[src/rtl/srs_pkg.sv]
package srs_pkg;

  typedef enum logic [1:0] {
    ST_OFF = 2'b00,
    ST_UP  = 2'b01,
    ST_ON  = 2'b10,
    ST_DN  = 2'b11
  } ramp_st_e;

  // Half-cosine rise from 0 to unity over n steps, evaluated at step k.
  function automatic int rc_point(int k, int n, int unity);
    real ph;
    ph = 3.14159265358979 * real'(k) / real'(n);
    return $rtoi(real'(unity) / 2.0 * (1.0 - $cos(ph)) + 0.5);
  endfunction

endpackage

[src/rtl/srs_position.sv]
module srs_position
  import srs_pkg::*;
#(
  parameter int DC_LEN  = 512,
  parameter int COS_LEN = 128,
  parameter int PW      = 10
) (
  input  logic          clk,
  input  logic          rst_n,
  input  logic          stb,
  input  logic          req,
  output logic [PW-1:0] pos_o,
  output ramp_st_e      state_o
);

  localparam int TOTAL = DC_LEN + COS_LEN;
  localparam logic [PW-1:0] TOP_POS = PW'(TOTAL);

  logic [PW-1:0] pos_q;
  logic          dir_q;
  logic          at_top;
  logic          at_bot;
  logic          step_up;
  logic          step_dn;

  assign at_top  = (pos_q == TOP_POS);
  assign at_bot  = (pos_q == '0);
  assign step_up = stb &&  req && !at_top;
  assign step_dn = stb && !req && !at_bot;

  always_ff @(posedge clk) begin
    if (!rst_n) begin
      pos_q <= '0;
      dir_q <= 1'b0;
    end else if (stb) begin
      dir_q <= req;
      if (step_up)      pos_q <= pos_q + 1'b1;
      else if (step_dn) pos_q <= pos_q - 1'b1;
    end
  end

  always_comb begin
    if (dir_q) state_o = at_top ? ST_ON  : ST_UP;
    else       state_o = at_bot ? ST_OFF : ST_DN;
  end

  assign pos_o = pos_q;

  // position frozen without a strobe
  a_r2_hold_no_stb: assert property (@(posedge clk) disable iff (!rst_n)
    !stb |=> $stable(pos_q));

  // any move is a single step
  a_r8_single_step: assert property (@(posedge clk) disable iff (!rst_n)
    stb |=> (pos_q == $past(pos_q)) || (pos_q == $past(pos_q) + 1'b1) ||
            (pos_q + 1'b1 == $past(pos_q)));

  // never past the last position
  a_r3_bound: assert property (@(posedge clk) disable iff (!rst_n)
    pos_q <= TOP_POS);

  // a strobe with request high never leaves the path off or ramping down
  a_r9_dir_follows: assert property (@(posedge clk) disable iff (!rst_n)
    (stb && req) |=> (state_o == ST_UP || state_o == ST_ON));

endmodule

[src/rtl/srs_gain_lut.sv]
module srs_gain_lut
  import srs_pkg::*;
#(
  parameter int DC_LEN  = 512,
  parameter int COS_LEN = 128,
  parameter int PW      = 10,
  parameter int GW      = 16,
  parameter int FRAC    = 15
) (
  input  logic [PW-1:0] pos,
  output logic [GW-1:0] gain_o
);

  localparam int UNITY = 1 << FRAC;
  localparam int IW    = $clog2(COS_LEN + 1);
  localparam logic [PW-1:0] DC_POS = PW'(DC_LEN);

  logic [GW-1:0] tbl [COS_LEN+1];
  logic [PW-1:0] rel;
  logic [IW-1:0] idx;

  for (genvar k = 0; k <= COS_LEN; k++) begin : g_pt
    localparam logic [GW-1:0] PT = GW'(rc_point(k, COS_LEN, UNITY));
    assign tbl[k] = PT;
  end

  assign rel = pos - DC_POS;
  assign idx = rel[IW-1:0];

  always_comb begin
    if (pos <= DC_POS) gain_o = '0;
    else               gain_o = tbl[idx];
  end

endmodule

[src/rtl/srs_scaler.sv]
module srs_scaler #(
  parameter int DW   = 24,
  parameter int GW   = 16,
  parameter int FRAC = 15
) (
  input  logic                 clk,
  input  logic                 rst_n,
  input  logic                 stb,
  input  logic signed [DW-1:0] smp,
  input  logic        [GW-1:0] gain,
  input  logic        [DW-1:0] dc,
  output logic signed [DW-1:0] out_o
);

  localparam int PRW = DW + GW + 1;

  function automatic logic signed [DW-1:0] mul_round(logic signed [DW-1:0] s,
                                                     logic [GW-1:0] g);
    logic signed [PRW-1:0] p;
    p = s * $signed({1'b0, g});
    p = p + $signed(PRW'(1 << (FRAC - 1)));
    p = p >>> FRAC;
    return p[DW-1:0];
  endfunction

  function automatic logic signed [DW-1:0] sat_add(logic signed [DW-1:0] s,
                                                   logic [DW-1:0] b);
    logic signed [DW:0] t;
    t = {s[DW-1], s} + $signed({1'b0, b});
    if (t[DW] != t[DW-1])
      return t[DW] ? {1'b1, {(DW-1){1'b0}}} : {1'b0, {(DW-1){1'b1}}};
    return t[DW-1:0];
  endfunction

  logic signed [DW-1:0] scaled;
  logic signed [DW-1:0] out_q;

  assign scaled = mul_round(smp, gain);

  always_ff @(posedge clk) begin
    if (!rst_n)   out_q <= '0;
    else if (stb) out_q <= sat_add(scaled, dc);
  end

  assign out_o = out_q;

  // output holds between strobes
  a_r10_hold: assert property (@(posedge clk) disable iff (!rst_n)
    !stb |=> $stable(out_q));

  // muted, unbiased input gives zero
  a_r4_silent_zero: assert property (@(posedge clk) disable iff (!rst_n)
    (stb && gain == '0 && dc == '0) |=> out_q == '0);

endmodule

[src/rtl/soft_ramp_seq.sv]
module soft_ramp_seq
  import srs_pkg::*;
#(
  parameter int DW      = 24,
  parameter int GW      = 16,
  parameter int FRAC    = 15,
  parameter int DC_LEN  = 512,
  parameter int COS_LEN = 128,
  parameter int DC_PEAK = 2048
) (
  input  logic          clk,
  input  logic          rst_n,
  input  logic          pwr_req,
  input  logic          smp_stb,
  input  logic [DW-1:0] in_l,
  input  logic [DW-1:0] in_r,
  output logic [DW-1:0] out_l,
  output logic [DW-1:0] out_r,
  output logic          out_vld,
  output logic [1:0]    ramp_state
);

  localparam int TOTAL = DC_LEN + COS_LEN;
  localparam int PW    = $clog2(TOTAL + 1);
  localparam int NCH   = 2;
  localparam logic [PW-1:0] TOP_POS = PW'(TOTAL);
  localparam logic [PW-1:0] DC_POS  = PW'(DC_LEN);
  localparam logic [GW-1:0] UNITY_G = GW'(1 << FRAC);

  function automatic logic [DW-1:0] dc_level(logic [PW-1:0] p);
    int pv;
    pv = int'(p);
    if (pv >= DC_LEN) return DW'(DC_PEAK);
    return DW'((pv * DC_PEAK) / DC_LEN);
  endfunction

  logic [PW-1:0] pos;
  ramp_st_e      state;
  logic [GW-1:0] gain;
  logic [DW-1:0] dc;
  logic          vld_q;
  logic [DW-1:0] ch_in  [NCH];
  logic [DW-1:0] ch_out [NCH];

  srs_position #(.DC_LEN(DC_LEN), .COS_LEN(COS_LEN), .PW(PW)) u_pos (
    .clk    (clk),
    .rst_n  (rst_n),
    .stb    (smp_stb),
    .req    (pwr_req),
    .pos_o  (pos),
    .state_o(state)
  );

  srs_gain_lut #(.DC_LEN(DC_LEN), .COS_LEN(COS_LEN), .PW(PW), .GW(GW),
                 .FRAC(FRAC)) u_lut (
    .pos   (pos),
    .gain_o(gain)
  );

  assign dc = dc_level(pos);

  assign ch_in[0] = in_l;
  assign ch_in[1] = in_r;

  for (genvar c = 0; c < NCH; c++) begin : g_ch
    srs_scaler #(.DW(DW), .GW(GW), .FRAC(FRAC)) u_scl (
      .clk  (clk),
      .rst_n(rst_n),
      .stb  (smp_stb),
      .smp  (ch_in[c]),
      .gain (gain),
      .dc   (dc),
      .out_o(ch_out[c])
    );
  end

  always_ff @(posedge clk) begin
    if (!rst_n) vld_q <= 1'b0;
    else        vld_q <= smp_stb;
  end

  assign out_l      = ch_out[0];
  assign out_r      = ch_out[1];
  assign out_vld    = vld_q;
  assign ramp_state = state;

  // the lookup stays muted through the DC phase
  a_r4_dc_mute: assert property (@(posedge clk) disable iff (!rst_n)
    pos <= DC_POS |-> gain == '0);

  // unity gain at the last position
  a_r5_unity_top: assert property (@(posedge clk) disable iff (!rst_n)
    pos == TOP_POS |-> gain == UNITY_G);

  // valid pulse tracks the strobe
  a_r10_vld_follow: assert property (@(posedge clk) disable iff (!rst_n)
    smp_stb |=> out_vld);
  a_r10_vld_drop: assert property (@(posedge clk) disable iff (!rst_n)
    !smp_stb |=> !out_vld);

  // a strobe at position 0 yields silence on both channels
  a_r1_off_silent: assert property (@(posedge clk) disable iff (!rst_n)
    (smp_stb && pos == '0) |=> (out_l == '0 && out_r == '0));

endmodule

[config.mk]
export PLATFORM = sky130hd
export DESIGN_NAME = soft_ramp_seq
export DESIGN_NICKNAME = d
export VERILOG_FILES = /design/src/rtl/srs_pkg.sv /design/src/rtl/srs_position.sv /design/src/rtl/srs_gain_lut.sv /design/src/rtl/srs_scaler.sv /design/src/rtl/soft_ramp_seq.sv
export SDC_FILE = /design/constraint.sdc
export NUM_CORES = 2
export LEC_CHECK = 0
export CORE_MARGIN = 2
export CORE_UTILIZATION = 55
export CTS_BUF_LIST = sky130_fd_sc_hd__clkbuf_8
export DETAILED_ROUTE_END_ITERATION = 12
export PLACE_DENSITY = 0.72
export REMOVE_ABC_BUFFERS = 1
export SLEW_MARGIN = 10
export SYNTH_ARGS = -nofsm -noshare
export SYNTH_HDL_FRONTEND = slang
export SYNTH_SLANG_ARGS = --single-unit
[constraint.sdc]
create_clock -name clk -period 26 [get_ports clk]
set_input_delay 2.6 -clock clk [delete_from_list [all_inputs] [get_ports clk]]
set_output_delay 2.6 -clock clk [all_outputs]
set_load 0.1 [all_outputs]
Word-level counts from Yosys, hierarchy flattened:

Memory sizes are Yosys's and may differ from the RTL's.
Cells that the tools add are included.

* bits in registers: 60
* ROM bits: 4096
* logic and storage cells: 55
* memories: 1

Memories
* (name not given): depth 256, bits a word 16, read ports 1, clocked after Yosys merged registers in 0, write ports 0, RTL line srs_gain_lut.sv:32 `else gain_o = tbl[idx];`

* bitwise operators: 1
* equality and inequality tests: 3
* magnitude comparators: 3
* reductions and logical operators: 10
* add/sub/neg operators: 7
* $mul: 2
* muxes and demuxes: 23

Operator list (number)
* $mux 24: 8
* $add 39x16->39 const B: 2
* $mul 24x17->39: 2
* $add 25x24->25: 2
* $mux 16: 3
* $mux 10: 2
* $add 10x1->10 const B: 1
* $eq 10x10->1 const B: 1
* $ge 10x10->1 const B: 1
* $le 10x10->1 const B: 1
* $logic_not 10->1: 1
* $sub 10x1->10 const B: 1
* $ge 9x9->1 const B: 1
* $not 8->9: 1
* $sub 8x1->8 const B: 1
* $mux 1: 7
* $mux 2: 3
* $logic_and 1x1->1: 4
* $logic_not 1->1: 3
* $ne 1x1->1: 2
* $reduce_and 2->1: 1
* $reduce_bool 2->1: 1

Longest topological paths before layout:

* depth in word-level cells: 14
* depth in mapped cells: 50
* mapped depth without buffers: 45

Cells and area by module:

From an unflattened synthesis, not the netlist that was laid out.

* cell total of the unflattened synthesis: 4133
* area total of the unflattened synthesis: 35522.8 µm²

Modules (own cells, without submodules)
* srs_scaler (g_ch[0].u_scl): cells an instance 1805, seq. area each 480.5 µm², area each 16069.2 µm², instances 1
* srs_scaler (g_ch[1].u_scl): cells an instance 1789, seq. area each 480.5 µm², area each 15921.5 µm², instances 1
* srs_gain_lut: cells an instance 408, seq. area each 0.0 µm², area each 2541.2 µm², instances 1
* srs_position: cells an instance 118, seq. area each 220.2 µm², area each 900.9 µm², instances 1
* soft_ramp_seq: cells an instance 13, seq. area each 20.0 µm², area each 90.1 µm², instances 1

Worst setup path after synthesis:

No wires, ideal clock.

* kind: input to register
* start: in in_l[10]
* end: reg g_ch[0].u_scl.out_q[22]
* data arrival time: 10.891 ns
* path buffers: 1
* slack: 14.986 ns
* stages: 35
* library setup time: 0.123 ns
* cell sequence: clkbuf_1 > and2_1 > fa_1 > inv_1 > fa_1 > fa_1 > inv_1 > fa_1 > fa_1 > inv_1 > fa_1 > inv_1 > ha_1 > nand2_1 > or3_1 > o221ai_1 > a41oi_1 > o21ai_0 > a21oi_1 > xnor2_1 > ha_1 > fa_1 > a21o_1 > a21oi_1 > o21bai_1 > a21oi_1 > o21ai_0 > a21o_1 > a21oi_1 > nor3b_2 > nand4_2 > mux2_2 > or4_1 > nand3_1 > a21oi_1

* word-level cells in the longest chain between the ends: 8

Ends and longest elaborated chain
* start, declared: RTL line soft_ramp_seq.sv:15 `input logic [DW-1:0] in_l,`
* $mul 24x17->39 (*): RTL line srs_scaler.sv:20 `p = s * $signed({1'b0, g});`
* $add 39x16->39 (*): RTL line srs_scaler.sv:21 `p = p + $signed(PRW'(1 << (FRAC - 1)));`
* $add 25x24->25 (*): RTL line srs_scaler.sv:29 `t = {s[DW-1], s} + $signed({1'b0, b});`
* $ne 1x1->1: RTL line srs_scaler.sv:30 `if (t[DW] != t[DW-1])`
* $mux 1: RTL line srs_scaler.sv:30
* $mux 1: RTL line srs_scaler.sv:42 `else if (stb) out_q <= sat_add(scaled, dc);`
* $mux 1: RTL line srs_scaler.sv:41 `if (!rst_n) out_q <= '0;`
* $mux 24 (*): RTL line srs_scaler.sv:32 `return t[DW-1:0];`
* end signal, assigned: RTL line srs_scaler.sv:42
* end, declared: RTL line srs_scaler.sv:36 `logic signed [DW-1:0] out_q;`

Every way passes the cells marked *; elsewhere a longest branch is shown, timed or not. The select of a mux whose other input is x is not followed.
A chain may end at the register's enable or synchronous reset.

Worst setup path in the final report:

* start: reg u_pos.pos_q[1], in the netlist u_pos.pos_o[1]
* end: reg g_ch[0].u_scl.out_q[22]

* word-level cells in the longest chain between the ends: 14

Ends and longest elaborated chain
* start, declared: RTL line srs_position.sv:19 `logic [PW-1:0] pos_q;`
* start signal, assigned: RTL line srs_position.sv:37 `if (step_up) pos_q <= pos_q + 1'b1;`
* start signal, assigned: RTL line srs_position.sv:38 `else if (step_dn) pos_q <= pos_q - 1'b1;`
* $sub 8x1->8: RTL line srs_gain_lut.sv:27 `assign rel = pos - DC_POS;`
* $not 8->9 (not written as such): RTL line srs_gain_lut.sv:32
* $mem_v2 256x16
* $mux 16 (not written as such) (2 in series): RTL line srs_gain_lut.sv:32
* $mux 16: RTL line srs_gain_lut.sv:31 `if (pos <= DC_POS) gain_o = '0;`
* $mul 24x17->39: RTL line srs_scaler.sv:20
* $add 39x16->39: RTL line srs_scaler.sv:21
* $add 25x24->25 (*): RTL line srs_scaler.sv:29
* $ne 1x1->1: RTL line srs_scaler.sv:30
* $mux 1: RTL line srs_scaler.sv:30
* $mux 1: RTL line srs_scaler.sv:42
* $mux 1: RTL line srs_scaler.sv:41
* $mux 24 (*): RTL line srs_scaler.sv:32

Marks and branches as above.

==> impl_metrics.tcl <==
set metrics [dict create \
    drt_iter0_drc 2337 \
    r2r_slack_ns 13.49 \
    yosys.cell_types.count 96 \
    drive_above_1_share_pct 3.064 \
    via_count_of_the_first_global_routing_pass 29615 \
    timing.hold.worst_endpoint "g_ch[1].u_scl.out_o[15]" \
    postRouteAntennaNets 0 \
    portBuffers 102 \
    antenna_found_initial 1 \
    synthFlopType "dfxtp_1" \
    setup_viol 0 \
    worst_path_largest_cell_delay_ns 0.87 \
    synth_largest_area_cell "fa_1" \
    dieArea_um2 65810 \
    cpMostUsedCell "fa_1" \
    timing.critical_path.fanout_max 33 \
    cts_tree "yes" \
    whs_path_depth 2 \
    yosysSeqAreaShare_pct 3.424 \
    setup.worst_path.end_class "flop" \
    rr_worst_depth 42 \
    global_route_wire_length_before_repair_um 161500 \
    detailedPlacementHpwl_um 76710 \
    worstSetupStartpoint "u_pos.pos_o[1]" \
    floorplan.rows 92 \
    min_period_over_period_pct 48.12 \
    all_layer_gr_usage_pct 31.00 \
    clock-sinks 60 \
    placeableCoreArea_um2 63080 \
    finish.net_count 5192 \
    timing.final.max_slew_violations 0 \
    worst_hold_path_type "reg2reg" \
    die_w_um 256.5 \
    final_cell_mix "inv_1, fa_1, nand2_1" \
    i_o_pin_total 103 \
    slew_headroom_pct 30.48 \
    syn2layout_area_growth_pct 5.383 \
    fin_tns_setup_ns 0 \
    post-route-drc-count 0 \
    critical_path_slowest_stage_cell "ha_1" \
    die_h_um 256.5 \
    cts.clk_slew.worst_paths_ns 0.08 \
    fin_skew_ns 0.01498 \
    synth-warning-count 0 \
    cts_inserted_buffers 9 \
    minimum_period_implied_by_the_final_worst_setup_slack_ns 12.51 \
    diodes 0 \
    met2_usage_pct 50.14 \
    clock_tree.root_cell "clkbuf_8" \
    worst_ep_arrival_time_ns 12.77 \
    grtUsageMet1_pct 42.90 \
    gp_congestion 0.9826 \
    synth_enable_flop_cells 0 \
    worst_setup_path_class "reg2reg" \
    cp-start-kind "flop" \
    timing.fmax_mhz 79.93 \
    synthDominantCellAreaShare_pct 41.72 \
    synth.top_cells.by_area "fa_1, inv_1, ha_1" \
    result_of_the_run "finished clean" \
    r2r-end "g_ch[0].u_scl.out_o[22]" \
    drt_total_wl_um 98450 \
    globalRoute.busiestLayer "met2" \
    timing.hold.worst.start "g_ch[1].u_scl.out_o[15]" \
    syn-cell-area_um2 35080 \
    crit_required_ns 26.26 \
    mostFrequentLayoutCell "inv_1" \
    grt_overflow 0 \
    mean_syn_cell_area_um2 8.338 \
    routed_wire_length_per_instance_um 19.72 \
    initial_utilization_pct 55.61 \
    synthArstFlopShare_pct 0 \
    count_of_state_elements_after_synthesis 60 \
    maxCapViolCount 0 \
    grt_start_max_net_pins 63 \
    globalRouteMet3Util_pct 3.707 \
    detail_route.vias_per_cell 5.704 \
    drt-pass1-iter-count 6 \
    hold_violations 0 \
    cts.hold.buffers_added 0 \
    clock_latency_ns 0.40 \
    ctsHtreeMaxLevel 3 \
    r2r_start "u_pos.pos_o[1]" \
    synthesis.instances 4207 \
    unrepaired_setup_endpoints_after_global_routing "no" \
    post_cts_resized 0 \
    cts.repair_timing.setup_buffer_count 0 \
    route.vias.total 28467 \
    num-fill-cells 5797 \
    cts-root-to-sink-buffers 2 \
    worst_slew_pin_slew_ns 1.040 \
]
-- metrics by stage --
step	cells	hold slack, ns	instance area (µm²)	util, %	setup slack (ns)
final	4991	0.4721	36970	58.60	13.49
after global routing	4991	0.5086	36970	58.60	12.84
after CTS	4991	0.4720	36970	58.60	13.70
after detailed placement	4975	0.4612	36740	58.25	13.43
after global placement	4975	0.4592	36740	58.25	13.66
after floorplan	3982	0.5238	34180	-	10.62
-- critical path, delay by kind of cell (launching register included) --
kind / cells / cell delay, ns
buffers and inverters: 7 / 1.24
AND/OR/NAND/NOR: 8 / 1.98
adder cells (fa/ha/maj): 10 / 4.70
multiplexers: 1 / 0.38
flip-flops: 1 / 0.33
AO/OA/AOI/OAI: 15 / 3.57
XOR/XNOR: 1 / 0.16
-- flip-flops by register name, summed over array words and instances, names as in the netlist --
| signal | cells |
|---|---|
| u_pos.pos_o | 10 |
| u_pos.dir_q | 1 |
| out_vld | 1 |
| g_ch.u_scl.out_o | 48 |
-- metal layers --
layer,share of wire (%),vias up
met3,7.0,215
met2,47,1111
met5,0,-
met4,4.4,0
li1,-,12777
met1,42,14364
-- synth_stat cells (29+ instances only) --
cell type	number
inv_1	971
fa_1	731
nand2_1	489
and2_1	350
ha_1	269
clkbuf_1	200
a21oi_1	160
nor2_1	120
o21ai_0	117
and3_1	107
xnor2_1	78
dfxtp_1	60
a21o_1	40
nand3_1	36
xor2_1	33
a31oi_1	30
nor3_1	29
-- worst max-delay path by stage --
stage / end / slack [ns] / cells past startpoint
floorplan: g_ch[0].u_scl.out_o[22] / 10.62 / 38
global placement: g_ch[0].u_scl.out_o[22] / 13.66 / 35
detailed placement: g_ch[0].u_scl.out_o[22] / 13.43 / 35
CTS: g_ch[0].u_scl.out_o[20] / 13.70 / 41
global route: g_ch[1].u_scl.out_o[11] / 12.84 / 44
finish: g_ch[0].u_scl.out_o[22] / 13.49 / 42
-- area by class of cell --
class / count / area [µm²] / share of cell area (%)
multi-input cells: 2950 / 29470 / 79.71
inverters: 972 / 3649 / 9.870
repair buffers: 147 / 1359 / 3.676
flip-flops and latches: 60 / 1209 / 3.270
well taps: 846 / 1059 / 2.864
clock buffers: 10 / 137.6 / 0.3723
clock inverters: 6 / 86.33 / 0.2335
-- cells by family (layout without fill, tap and decap cells) --
family / after synthesis / count (layout) / synth area share, %
AO/OA/AOI/OAI: 572 / 572 / 10.90
XOR/XNOR: 112 / 112 / 2.818
adder cells (fa/ha/maj): 1000 / 1000 / 51.31
buffers and inverters: 1197 / 1135 / 12.96
flip-flops: 60 / 60 / 3.424
multiplexers: 16 / 16 / 0.4922
AND/OR/NAND/NOR: 1250 / 1250 / 18.09
Power is not shown: default switching activity piles up to over one toggle a cycle in this logic, so the estimate is an artifact.
